[config.mk]
export PLATFORM = sky130hd
export DESIGN_NAME = wsq_write_sequencer
export DESIGN_NICKNAME = d
export VERILOG_FILES = /design/src/rtl/wsq_pkg.sv /design/src/rtl/wsq_row_table.sv /design/src/rtl/wsq_gap_timer.sv /design/src/rtl/wsq_write_sequencer.sv
export SDC_FILE = /design/constraint.sdc
export NUM_CORES = 1
export LEC_CHECK = 0
export ABC_AREA = 1
export BUFFER_PORTS_ARGS = -buffer_cell sky130_fd_sc_hd__buf_4
export CORE_AREA = 2 2 158 160
export DETAILED_ROUTE_END_ITERATION = 10
export DIE_AREA = 0 0 160 162
export SLEW_MARGIN = 5
export SYNTH_ARGS = -nofsm -noshare
export SYNTH_HDL_FRONTEND = slang
export SYNTH_SLANG_ARGS = --single-unit
export TNS_END_PERCENT = 20
[constraint.sdc]
create_clock -name clk -period 4.17 [get_ports clk]
set_input_delay 0.6255 -clock clk [delete_from_list [all_inputs] [get_ports clk]]
set_output_delay 0.6255 -clock clk [all_outputs]
set_load 0.01 [all_outputs]
[src/rtl/wsq_pkg.sv]
package wsq_pkg;
    typedef enum logic [2:0] {
        CMD_NOP = 3'd0,
        CMD_PRE = 3'd1,
        CMD_ACT = 3'd2,
        CMD_WR  = 3'd3,
        CMD_RD  = 3'd4
    } cmd_e;

    typedef enum logic [1:0] {
        ST_IDLE     = 2'd0,
        ST_WAIT_ACT = 2'd1,
        ST_WAIT_WR  = 2'd2
    } st_e;
endpackage

[src/rtl/wsq_row_table.sv]
module wsq_row_table #(
    parameter int BANKS  = 4,
    parameter int ROW_W  = 13,
    localparam int BANK_W = $clog2(BANKS)
) (
    input  logic              clk,
    input  logic              rst_n,
    input  logic              set_en_i,
    input  logic              clr_en_i,
    input  logic [BANK_W-1:0] upd_bank_i,
    input  logic [ROW_W-1:0]  upd_row_i,
    input  logic [BANK_W-1:0] look_bank_i,
    output logic              look_open_o,
    output logic [ROW_W-1:0]  look_row_o
);
    logic             open_q [BANKS];
    logic [ROW_W-1:0] row_q  [BANKS];

    for (genvar b = 0; b < BANKS; b++) begin : g_bank
        logic             open_d;
        logic [ROW_W-1:0] row_d;

        always_comb begin
            open_d = open_q[b];
            row_d  = row_q[b];
            if (upd_bank_i == BANK_W'(b)) begin
                if (clr_en_i) begin
                    open_d = 1'b0;
                end else if (set_en_i) begin
                    open_d = 1'b1;
                    row_d  = upd_row_i;
                end
            end
        end

        always_ff @(posedge clk) begin
            if (!rst_n) begin
                open_q[b] <= 1'b0;
                row_q[b]  <= '0;
            end else begin
                open_q[b] <= open_d;
                row_q[b]  <= row_d;
            end
        end
    end

    assign look_open_o = open_q[look_bank_i];
    assign look_row_o  = row_q[look_bank_i];
endmodule

[src/rtl/wsq_gap_timer.sv]
module wsq_gap_timer #(
    parameter int W = 4
) (
    input  logic         clk,
    input  logic         rst_n,
    input  logic         load_i,
    input  logic [W-1:0] load_val_i,
    output logic         busy_o
);
    logic [W-1:0] cnt_d, cnt_q;

    always_comb begin
        cnt_d = cnt_q;
        if (load_i) begin
            cnt_d = load_val_i;
        end else if (cnt_q != '0) begin
            cnt_d = cnt_q - 1'b1;
        end
    end

    always_ff @(posedge clk) begin
        if (!rst_n) cnt_q <= '0;
        else        cnt_q <= cnt_d;
    end

    assign busy_o = (cnt_q != '0);
endmodule

[src/rtl/wsq_write_sequencer.sv]
module wsq_write_sequencer
    import wsq_pkg::*;
#(
    parameter int BANKS = 4,
    parameter int ROW_W = 13,
    parameter int COL_W = 10,
    parameter int CNT_W = 4,
    parameter int BL    = 8,
    localparam int BANK_W = $clog2(BANKS),
    localparam int ADDR_W = (ROW_W > COL_W) ? ROW_W : COL_W,
    localparam int TWTR   = BL / 2 + 2,
    localparam int WTR_W  = $clog2(TWTR + 1)
) (
    input  logic              clk,
    input  logic              rst_n,
    input  logic [CNT_W-1:0]  cfg_trp,
    input  logic [CNT_W-1:0]  cfg_trcd,
    input  logic              wr_valid_i,
    output logic              wr_ready_o,
    input  logic [BANK_W-1:0] wr_bank_i,
    input  logic [ROW_W-1:0]  wr_row_i,
    input  logic [COL_W-1:0]  wr_col_i,
    input  logic              wr_seq_i,
    input  logic              rd_valid_i,
    output logic              rd_ready_o,
    input  logic [BANK_W-1:0] rd_bank_i,
    input  logic [COL_W-1:0]  rd_col_i,
    output logic [2:0]        cmd_o,
    output logic [BANK_W-1:0] cmd_bank_o,
    output logic [ADDR_W-1:0] cmd_addr_o
);
    typedef struct packed {
        st_e               st;
        logic [CNT_W-1:0]  cnt;
        logic [2:0]        cmd;
        logic [BANK_W-1:0] bank;
        logic [ADDR_W-1:0] addr;
        logic [ROW_W-1:0]  row;
        logic [COL_W-1:0]  col;
    } seq_t;

    seq_t s_d, s_q;

    logic             look_open;
    logic [ROW_W-1:0] look_row;
    logic             wtr_busy;
    logic [CNT_W-1:0] trp_wait, trcd_wait;

    // gap of 0 or 1 means the next command may follow in the next cycle
    assign trp_wait  = (cfg_trp  == '0) ? '0 : cfg_trp  - 1'b1;
    assign trcd_wait = (cfg_trcd == '0) ? '0 : cfg_trcd - 1'b1;

    assign wr_ready_o = (s_q.st == ST_IDLE);
    assign rd_ready_o = (s_q.st == ST_IDLE) && !wtr_busy && !wr_valid_i;

    always_comb begin
        s_d     = s_q;
        s_d.cmd = CMD_NOP;
        unique case (s_q.st)
            ST_IDLE: begin
                if (wr_valid_i) begin
                    s_d.bank = wr_bank_i;
                    s_d.row  = wr_row_i;
                    s_d.col  = wr_col_i;
                    if (look_open && (!wr_seq_i || look_row != wr_row_i)) begin
                        s_d.cmd  = CMD_PRE;
                        s_d.addr = '0;
                        s_d.cnt  = trp_wait;
                        s_d.st   = ST_WAIT_ACT;
                    end else if (!look_open) begin
                        s_d.cmd  = CMD_ACT;
                        s_d.addr = ADDR_W'(wr_row_i);
                        s_d.cnt  = trcd_wait;
                        s_d.st   = ST_WAIT_WR;
                    end else begin
                        s_d.cmd  = CMD_WR;
                        s_d.addr = ADDR_W'(wr_col_i);
                    end
                end else if (rd_valid_i && rd_ready_o) begin
                    s_d.cmd  = CMD_RD;
                    s_d.bank = rd_bank_i;
                    s_d.addr = ADDR_W'(rd_col_i);
                end
            end
            ST_WAIT_ACT: begin
                if (s_q.cnt == '0) begin
                    s_d.cmd  = CMD_ACT;
                    s_d.addr = ADDR_W'(s_q.row);
                    s_d.cnt  = trcd_wait;
                    s_d.st   = ST_WAIT_WR;
                end else begin
                    s_d.cnt = s_q.cnt - 1'b1;
                end
            end
            ST_WAIT_WR: begin
                if (s_q.cnt == '0) begin
                    s_d.cmd  = CMD_WR;
                    s_d.addr = ADDR_W'(s_q.col);
                    s_d.st   = ST_IDLE;
                end else begin
                    s_d.cnt = s_q.cnt - 1'b1;
                end
            end
            default: s_d.st = ST_IDLE;
        endcase
    end

    always_ff @(posedge clk) begin
        if (!rst_n) begin
            s_q     <= '0;
            s_q.st  <= ST_IDLE;
            s_q.cmd <= CMD_NOP;
        end else begin
            s_q <= s_d;
        end
    end

    wsq_row_table #(.BANKS(BANKS), .ROW_W(ROW_W)) u_rows (
        .clk         (clk),
        .rst_n       (rst_n),
        .set_en_i    (s_d.cmd == CMD_ACT),
        .clr_en_i    (s_d.cmd == CMD_PRE),
        .upd_bank_i  (s_d.bank),
        .upd_row_i   (s_d.row),
        .look_bank_i (wr_bank_i),
        .look_open_o (look_open),
        .look_row_o  (look_row)
    );

    wsq_gap_timer #(.W(WTR_W)) u_wtr (
        .clk        (clk),
        .rst_n      (rst_n),
        .load_i     (s_d.cmd == CMD_WR),
        .load_val_i (WTR_W'(TWTR - 1)),
        .busy_o     (wtr_busy)
    );

    assign cmd_o      = s_q.cmd;
    assign cmd_bank_o = s_q.bank;
    assign cmd_addr_o = s_q.addr;
endmodule

==> metrics.md, run 1 <==
| Metric | Value |
|---|---|
| Status | `complete, no violations` |
| Destination of the worst hold path | `s_q[6]` |
| Yosys cell types | `44` |
| Met2 track demand over resource in global routing | `23.4%` |
| Number of iterations in the first detailed-routing pass | `5` |
| Post-CTS sizing | `0` |
| # Post-CTS Setup Buffers | `0` |
| Reg clk slew, reported paths | `80 ps` |
| Via-per-instance ratio | `4.58` |
| Initial core utilization | `24.7%` |
| Clock skew after layout | `9.21 ps` |
| Seq pwr share | `34.4%` |
| Most instantiated flip-flop cell in the synthesis netlist | `sky130_fd_sc_hd__edfxtp_1` |
| WS Path Type | `reg -> reg` |
| GRT Total Usage | `13.0%` |
| Share of layout cells above drive strength 1 | `14.9%` |
| Most common cell after layout, fill and taps aside | `sky130_fd_sc_hd__nand2_1` |
| HPWL Detailed | `12600 µm` |
| Leftover overflow at the end of global routing | `0` |
| Number of clock sinks | `106` |
| Final weighted congestion in routability-driven placement | `0.850` |
| Post-Route Hold Slack | `458 ps` |
| Comb power frac | `45.1%` |
| Power density over the cells | `612 nW/µm²` |
| Arrival time of the worst setup path | `3720 ps` |
| Most used cells in the layout excluding fill and tap cells | `198 x sky130_fd_sc_hd__nand2_1, 105 x sky130_fd_sc_hd__nor2_1, 73 x sky130_fd_sc_hd__buf_4, 66 x sky130_fd_sc_hd__inv_1, 59 x sky130_fd_sc_hd__nand3_1` |
| Type of element capturing the critical path | `register` |
| Cell-internal power | `2.40 mW` |
| Max frequency | `268 MHz` |
| Floorplan die area | `25900 µm²` |
| Overall power of the completed layout | `4.19 mW` |
| Top-level port count | `70` |
| Reg-to-reg critical path endpoint | `u_rows.row_q[2][0]` |
| Net switching share of the total power | `42.7%` |
| Number of antenna violations at the first check in global routing | `0` |
| Per-instance average area after synthesis | `7.76 µm²` |
| Setup slack on the worst flop-to-flop path | `440 ps` |
| Finished Core Util | `28.4%` |
| Routed length per instance | `14.9 µm` |
| Combined flip-flop and latch cell area | `2670 µm²` |
| Antenna Cells | `0` |
| Final-report hold violation count | `0` |
| Fraction of registers with async set/reset | `0%` |
| Max-cap violations | `0` |
| Count of hold buffers inserted by post-cts repair | `0` |
| Filler instances | `2679` |
| Clock latency on the worst-skew pair | `360 ps` |
| Mapped Nets | `829` |
| Clock root buffer | `sky130_fd_sc_hd__clkbuf_16` |
| Wirelength, routed | `16900 µm` |
| Cells on Worst Hold Path | `2` |
| Sequential share of the synthesized area | `44.9%` |
| Startpoint kind of the worst setup timing path | `register` |
| FF+latch count, synth | `106` |
| Final Slew Violations | `0` |
| Netlist area before placement | `5950 µm²` |
| Headroom to the max-slew limit | `37.4%` |
| Total number of placement rows | `57` |
| Required time worst endpoint | `4160 ps` |
| Critical Path Fanout Max | `15` |
| Busiest layer in global routing | `met2` |
| Period Utilization, post-route | `89.4%` |
| Critical hold path startpoint | `s_q[6]` |
| Total leakage power | `2.98 nW` |
| Sw power | `1.79 mW` |
| Peak supply drop | `0.000293 V` |
| Worst Tran Pin Value | `929 ps` |
| Class of the most critical hold timing path | `reg -> reg` |
| Die height | `162 µm` |
| Routed via count | `5172` |
| Time the final worst path needs with I/O delays and setup | `3730 ps` |
| First-pass GRT wire length | `26600 µm` |
| Final net count | `863` |
| Number of buffers added on ports | `69` |
| Cells after Synth | `766` |
| Global-route track usage on met3 | `2.76%` |
| Area of the core region | `24100 µm²` |
| Fraction of power consumed by the clock network | `20.5%` |
| RSZ-0062 raised after global routing | `no` |
| Area Overhead vs Synth | `15.3%` |
| Summed negative setup slack over all endpoints | `0 ps` |
| GRT met1 Usage | `16.0%` |
| Largest net degree at the start of global routing | `47` |
| Vias in the first global route | `5071` |
| Placed Instance Area | `6560 µm²` |
| Post-route design area | `6860 µm²` |
| Total number of yosys warnings | `0` |
| Multi-input gate area in the final layout | `2660 µm²` |
| Maximum number of buffers from clock root to sink | `2` |
| CTS H-Tree Depth | `3` |
| Final ANT Viol Nets | `0` |
| Setup-failing EPs final | `0` |
| Number of buffers created by CTS | `9` |
| Worst R2R Start | `s_q[45]` |
| Post-route DRC | `0` |
| CTS tree | `built` |
| Iter 0 DRT Violations | `287` |
| Number of enable flip-flop cells after synthesis | `55` |
| R2r worst-path depth | `13` |
| Chip width | `160 µm` |
==> worst max-delay path by stage <==
stage            startpoint                  to  slack, ps  depth (start not counted)
2_1_floorplan    wr_valid_i  u_rows.row_q[0][0]       1300                         14
3_3_place_gp   wr_bank_i[0]  u_rows.row_q[0][4]        330                         16
3_5_place_dp   wr_bank_i[0]  u_rows.row_q[0][4]        250                         16
4_1_cts             s_q[45]  u_rows.row_q[2][0]        440                         13
5_1_grt             s_q[46]  u_rows.row_q[2][7]        120                         13
6_report            s_q[45]  u_rows.row_q[2][0]        440                         13
==> critical path, stage by stage, from the launching register on <==
cell and delay, ps:
sky130_fd_sc_hd__dfxtp_1 340, sky130_fd_sc_hd__inv_1 110, sky130_fd_sc_hd__ha_1 470, sky130_fd_sc_hd__inv_1 130, sky130_fd_sc_hd__nor2_2 130, sky130_fd_sc_hd__inv_2 60
sky130_fd_sc_hd__nor2_2 140, sky130_fd_sc_hd__nand2_1 160, sky130_fd_sc_hd__inv_2 320, sky130_fd_sc_hd__a22o_1 250, sky130_fd_sc_hd__nor2_4 60, sky130_fd_sc_hd__nor3_1 360
sky130_fd_sc_hd__nand3_4 280, sky130_fd_sc_hd__nand2_1 540
==> power by group through the flow <==
stage          Sequential, mW  Combinational (mW)  Clock (mW)
2_1_floorplan            1.44                1.45           0
3_3_place_gp             1.46                1.87           0
3_5_place_dp             1.47                1.89           0
4_1_cts                  1.45                1.90       0.879
5_1_grt                  1.47                2.14       0.918
6_report                 1.44                1.89       0.859
==> cells in the mapped netlist (all sizes together), types with 2 or more instances <==
| library cell | count | area (µm²) |
|---|---|---|
| a21oi | 48 | 244 |
| a311oi | 2 | 17.5 |
| a31oi | 3 | 18.8 |
| buf | 33 | 272 |
| clkbuf | 17 | 63.8 |
| clkinv | 2 | 7.51 |
| dfxtp | 51 | 1020 |
| edfxtp | 55 | 1650 |
| ha | 13 | 163 |
| inv | 72 | 270 |
| nand2 | 202 | 792 |
| nand3 | 65 | 363 |
| nand4 | 10 | 108 |
| nor2 | 113 | 449 |
| nor3 | 6 | 41.3 |
| o211ai | 8 | 60.1 |
| o21ai | 43 | 215 |
| o221ai | 7 | 61.3 |
| o32ai | 2 | 17.5 |
| or2 | 2 | 12.5 |
| xnor2 | 4 | 35.0 |
| xor2 | 2 | 17.5 |
==> layer usage <==
metal	share of wire (%)	wire length, µm	up-vias
li1	-	-	2575
met1	45	7530	2463
met2	50	8420	116
met3	4.2	700	18
met4	1.3	214	0
met5	0	0	-
==> layout make-up <==
cell class	count	area share [%]
clock buffer	11	3.69
multi-input combinational	536	38.8
timing repair buffer	73	7.99
tap	324	5.91
inverter	74	4.05
clock inverter	5	0.602
sequential	106	39.0
==> stage by stage <==
step	cells	setup WS [ps]
floorplan	766	1300
global placement	1113	333
detailed placement	1113	251
CTS	1129	438
global route	1129	117
finish	1129	442
==> sequential cells by signal, indices dropped and copies added, names as in the netlist <==
register and flops:
cmd_addr_o 13, u_rows.open_q 4, s_q 29, u_rows.row_q 52, cmd_bank_o 2, u_wtr.cnt_q 3
cmd_o 3
==> cells by family (layout without fill, tap and decap cells) <==
family          after synthesis  after routing  share of synthesized area (%)
buf+inv                     124            163                           10.3
fa+ha+maj                    13             13                           2.74
flops                       106            106                           44.9
xor+xnor                      6              6                          0.884
compound gates              117            117                           11.2
simple gates                400            400                           29.9
(Power assumes the default switching activity.)
==> inputs of run 2 (changes only) <==
--- a/config.mk
+++ b/config.mk
@@ -7,9 +7,12 @@
 export LEC_CHECK = 0
 export ABC_AREA = 1
 export BUFFER_PORTS_ARGS = -buffer_cell sky130_fd_sc_hd__buf_4
+export CELL_PAD_IN_SITES_DETAIL_PLACEMENT = 1
+export CELL_PAD_IN_SITES_GLOBAL_PLACEMENT = 1
 export CORE_AREA = 2 2 158 160
 export DETAILED_ROUTE_END_ITERATION = 10
 export DIE_AREA = 0 0 160 162
+export PLACE_DENSITY_LB_ADDON = 0.1
 export SLEW_MARGIN = 5
 export SYNTH_ARGS = -nofsm -noshare
 export SYNTH_HDL_FRONTEND = slang
==> run 2 against run 1 <==
  * Critical path depth grew 3
  * Clock skew grew 3.1 ps
  * Combinational power grew 5%
  * Maximum frequency grew 9.2%
  * Core utilization grew 0.12 points
  * Routed wire length grew 19%
  * Flip-flop and latch count is the same
  * Clock power is essentially flat
  * First-iteration DRC count shrank 22%
  * Worst hold slack gained 2.0 ps
  * Final cell count grew 0.44%
  * Count of clock-buffer cells in the layout shrank 2
  * Critical endpoint is now u_rows.row_q[1][9]
  * Largest power group unchanged
==> metrics.md, run 2 (same netlist as run 1, synthesis figures left out) <==
| Metric | Value |
|---|---|
| Maximum number of buffers from clock root to sink | `2` |
| Number of iterations in the first detailed-routing pass | `4` |
| Most used cells in the layout excluding fill and tap cells | `198 x sky130_fd_sc_hd__nand2_1, 105 x sky130_fd_sc_hd__nor2_1, 78 x sky130_fd_sc_hd__buf_4, 66 x sky130_fd_sc_hd__inv_1, 59 x sky130_fd_sc_hd__nand3_1` |
| Number of clock sinks | `106` |
| Total number of placement rows | `57` |
| Sw power | `1.91 mW` |
| Flip-flop count of the largest register after layout | `52` |
| Critical Path Fanout Max | `28` |
| First-pass GRT wire length | `31600 µm` |
| CTS H-Tree Depth | `3` |
| Met2 routed WL | `9660 µm` |
| Summed negative setup slack over all endpoints | `0 ps` |
| Leftover overflow at the end of global routing | `0` |
| Final Slew Violations | `0` |
| Number of antenna violations at the first check in global routing | `0` |
| Period Utilization, post-route | `81.8%` |
| Routed metal-1 wire length | `9260 µm` |
| Area Overhead vs Synth | `15.8%` |
| Share of layout cells above drive strength 1 | `15.4%` |
| Max-cap violations | `0` |
| GRT Total Usage | `15.9%` |
| Post-CTS sizing | `0` |
| Final weighted congestion in routability-driven placement | `0.739` |
| Length of routed met3 wiring | `595 µm` |
| Required time worst endpoint | `4180 ps` |
| Vias in the first global route | `5582` |
| Routed length per instance | `17.6 µm` |
| Iter 0 DRT Violations | `225` |
| Via-per-instance ratio | `4.57` |
| Top-level port count | `70` |
| Startpoint kind of the worst setup timing path | `input pin` |
| Cell-internal power | `2.39 mW` |
| Power density over the cells | `623 nW/µm²` |
| Largest net degree at the start of global routing | `43` |
| Most flop-heavy register | `u_rows.row_q` |
| Comb power frac | `46.4%` |
| Total leakage power | `2.99 nW` |
| Seq pwr share | `33.7%` |
| Status | `complete, no violations` |
| Count of hold buffers inserted by post-cts repair | `0` |
| Clock root buffer | `sky130_fd_sc_hd__clkbuf_16` |
| Time the final worst path needs with I/O delays and setup | `3410 ps` |
| Reg clk slew, reported paths | `80 ps` |
| Antenna Cells | `0` |
| Type of element capturing the critical path | `register` |
| Class of the most critical hold timing path | `reg -> reg` |
| Dpl cells | `1118` |
| Max frequency | `293 MHz` |
| Clock latency on the worst-skew pair | `370 ps` |
| Initial core utilization | `24.7%` |
| Most common cell after layout, fill and taps aside | `sky130_fd_sc_hd__nand2_1` |
| CTS tree | `built` |
| Uppermost layer routed | `met4` |
| Clock skew after layout | `12.3 ps` |
| Net switching share of the total power | `44.4%` |
| HPWL Detailed | `15200 µm` |
| Final net count | `868` |
| Area of the core region | `24100 µm²` |
| Final-report hold violation count | `0` |
| Final ANT Viol Nets | `0` |
| Number of buffers created by CTS | `9` |
| Floorplan die area | `25900 µm²` |
| Routed via count | `5184` |
| Peak supply drop | `0.000236 V` |
| Wirelength, routed | `20000 µm` |
| Die height | `162 µm` |
| Cells on Worst Hold Path | `2` |
| R2r worst-path depth | `11` |
| Setup-failing EPs final | `0` |
| # Post-CTS Setup Buffers | `0` |
| WS Path Type | `in -> reg` |
| Fraction of power consumed by the clock network | `20.0%` |
| Worst Tran Pin Value | `873 ps` |
| Chip width | `160 µm` |
| Post-route DRC | `0` |
| Final std cells w/o fill | `1134` |
| RSZ-0062 raised after global routing | `no` |
| Arrival time of the worst setup path | `3420 ps` |
| Headroom to the max-slew limit | `41.2%` |
| Number of buffers added on ports | `69` |
==> run 2: changes by cell type in the layout (fill, tap and decap cells not counted), sizes merged <==
cell,previous run,this run
clkbuf,11,9
clkinv,3,5
buf,73,78
inv,76,74
clkinvlp,0,2
==> run 2: cell type report <==
cell class / count / area [µm²]
sequential: 106 / 2670
tap: 324 / 405
clock buffer: 9 / 225
fill: 2961 / 17200
timing repair buffer: 78 / 586
inverter: 74 / 278
clock inverter: 7 / 61.3
multi-input combinational: 536 / 2660
==> run 2: path summary, 6_finish.rpt <==
| kind | startpoint | endpoint | slack [ps] |
|---|---|---|---|
| hold / removal | s_q[3] | s_q[3] | 460 |
| setup reg to reg | s_q[45] | u_rows.row_q[2][7] | 880 |
| hold reg to reg | s_q[3] | s_q[3] | 460 |
| setup / recovery | wr_bank_i[0] | u_rows.row_q[1][9] | 760 |
==> run 2: per-layer routing <==
metal  up-vias  GRT usage, %
li1       2586             -
met1      2492          20.2
met2        78          27.1
met3        28          3.35
met4         0          5.04
met5         -             0
==> run 2: per-stage QoR <==
step	setup slack, ps	total power [mW]	utilization, %	hold slack [ps]	area [µm²]
final	757	4.29	28.6	460	6890
after floorplan	1300	2.89	-	430	5950
after global placement	432	3.44	27.4	438	6600
after detailed placement	300	3.48	27.4	451	6600
after global routing	356	4.67	28.6	483	6890
after CTS	693	4.36	28.6	463	6890
==> run 2: power groups by stage <==
stage / Clock, mW / Combinational, mW / Sequential [mW]
5_1_grt: 0.934 / 2.26 / 1.47
2_1_floorplan: 0 / 1.45 / 1.44
3_3_place_gp: 0 / 1.98 / 1.46
3_5_place_dp: 0 / 2.01 / 1.47
4_1_cts: 0.893 / 2.02 / 1.45
6_report: 0.857 / 1.99 / 1.44
==> run 2: worst max-delay path: stages <==
cell,delay [ps]
sky130_fd_sc_hd__buf_4,180
sky130_fd_sc_hd__inv_2,420
sky130_fd_sc_hd__nand2_1,130
sky130_fd_sc_hd__nand3_2,120
sky130_fd_sc_hd__nand2_1,100
sky130_fd_sc_hd__nand2_1,70
sky130_fd_sc_hd__nand2_1,50
sky130_fd_sc_hd__nor2_1,80
sky130_fd_sc_hd__nand2_1,80
sky130_fd_sc_hd__nor2_1,180
sky130_fd_sc_hd__nand2_2,180
sky130_fd_sc_hd__nand2_4,220
sky130_fd_sc_hd__nand2_4,100
sky130_fd_sc_hd__nand2_8,120
sky130_fd_sc_hd__nand4_4,220
sky130_fd_sc_hd__nand2_1,510
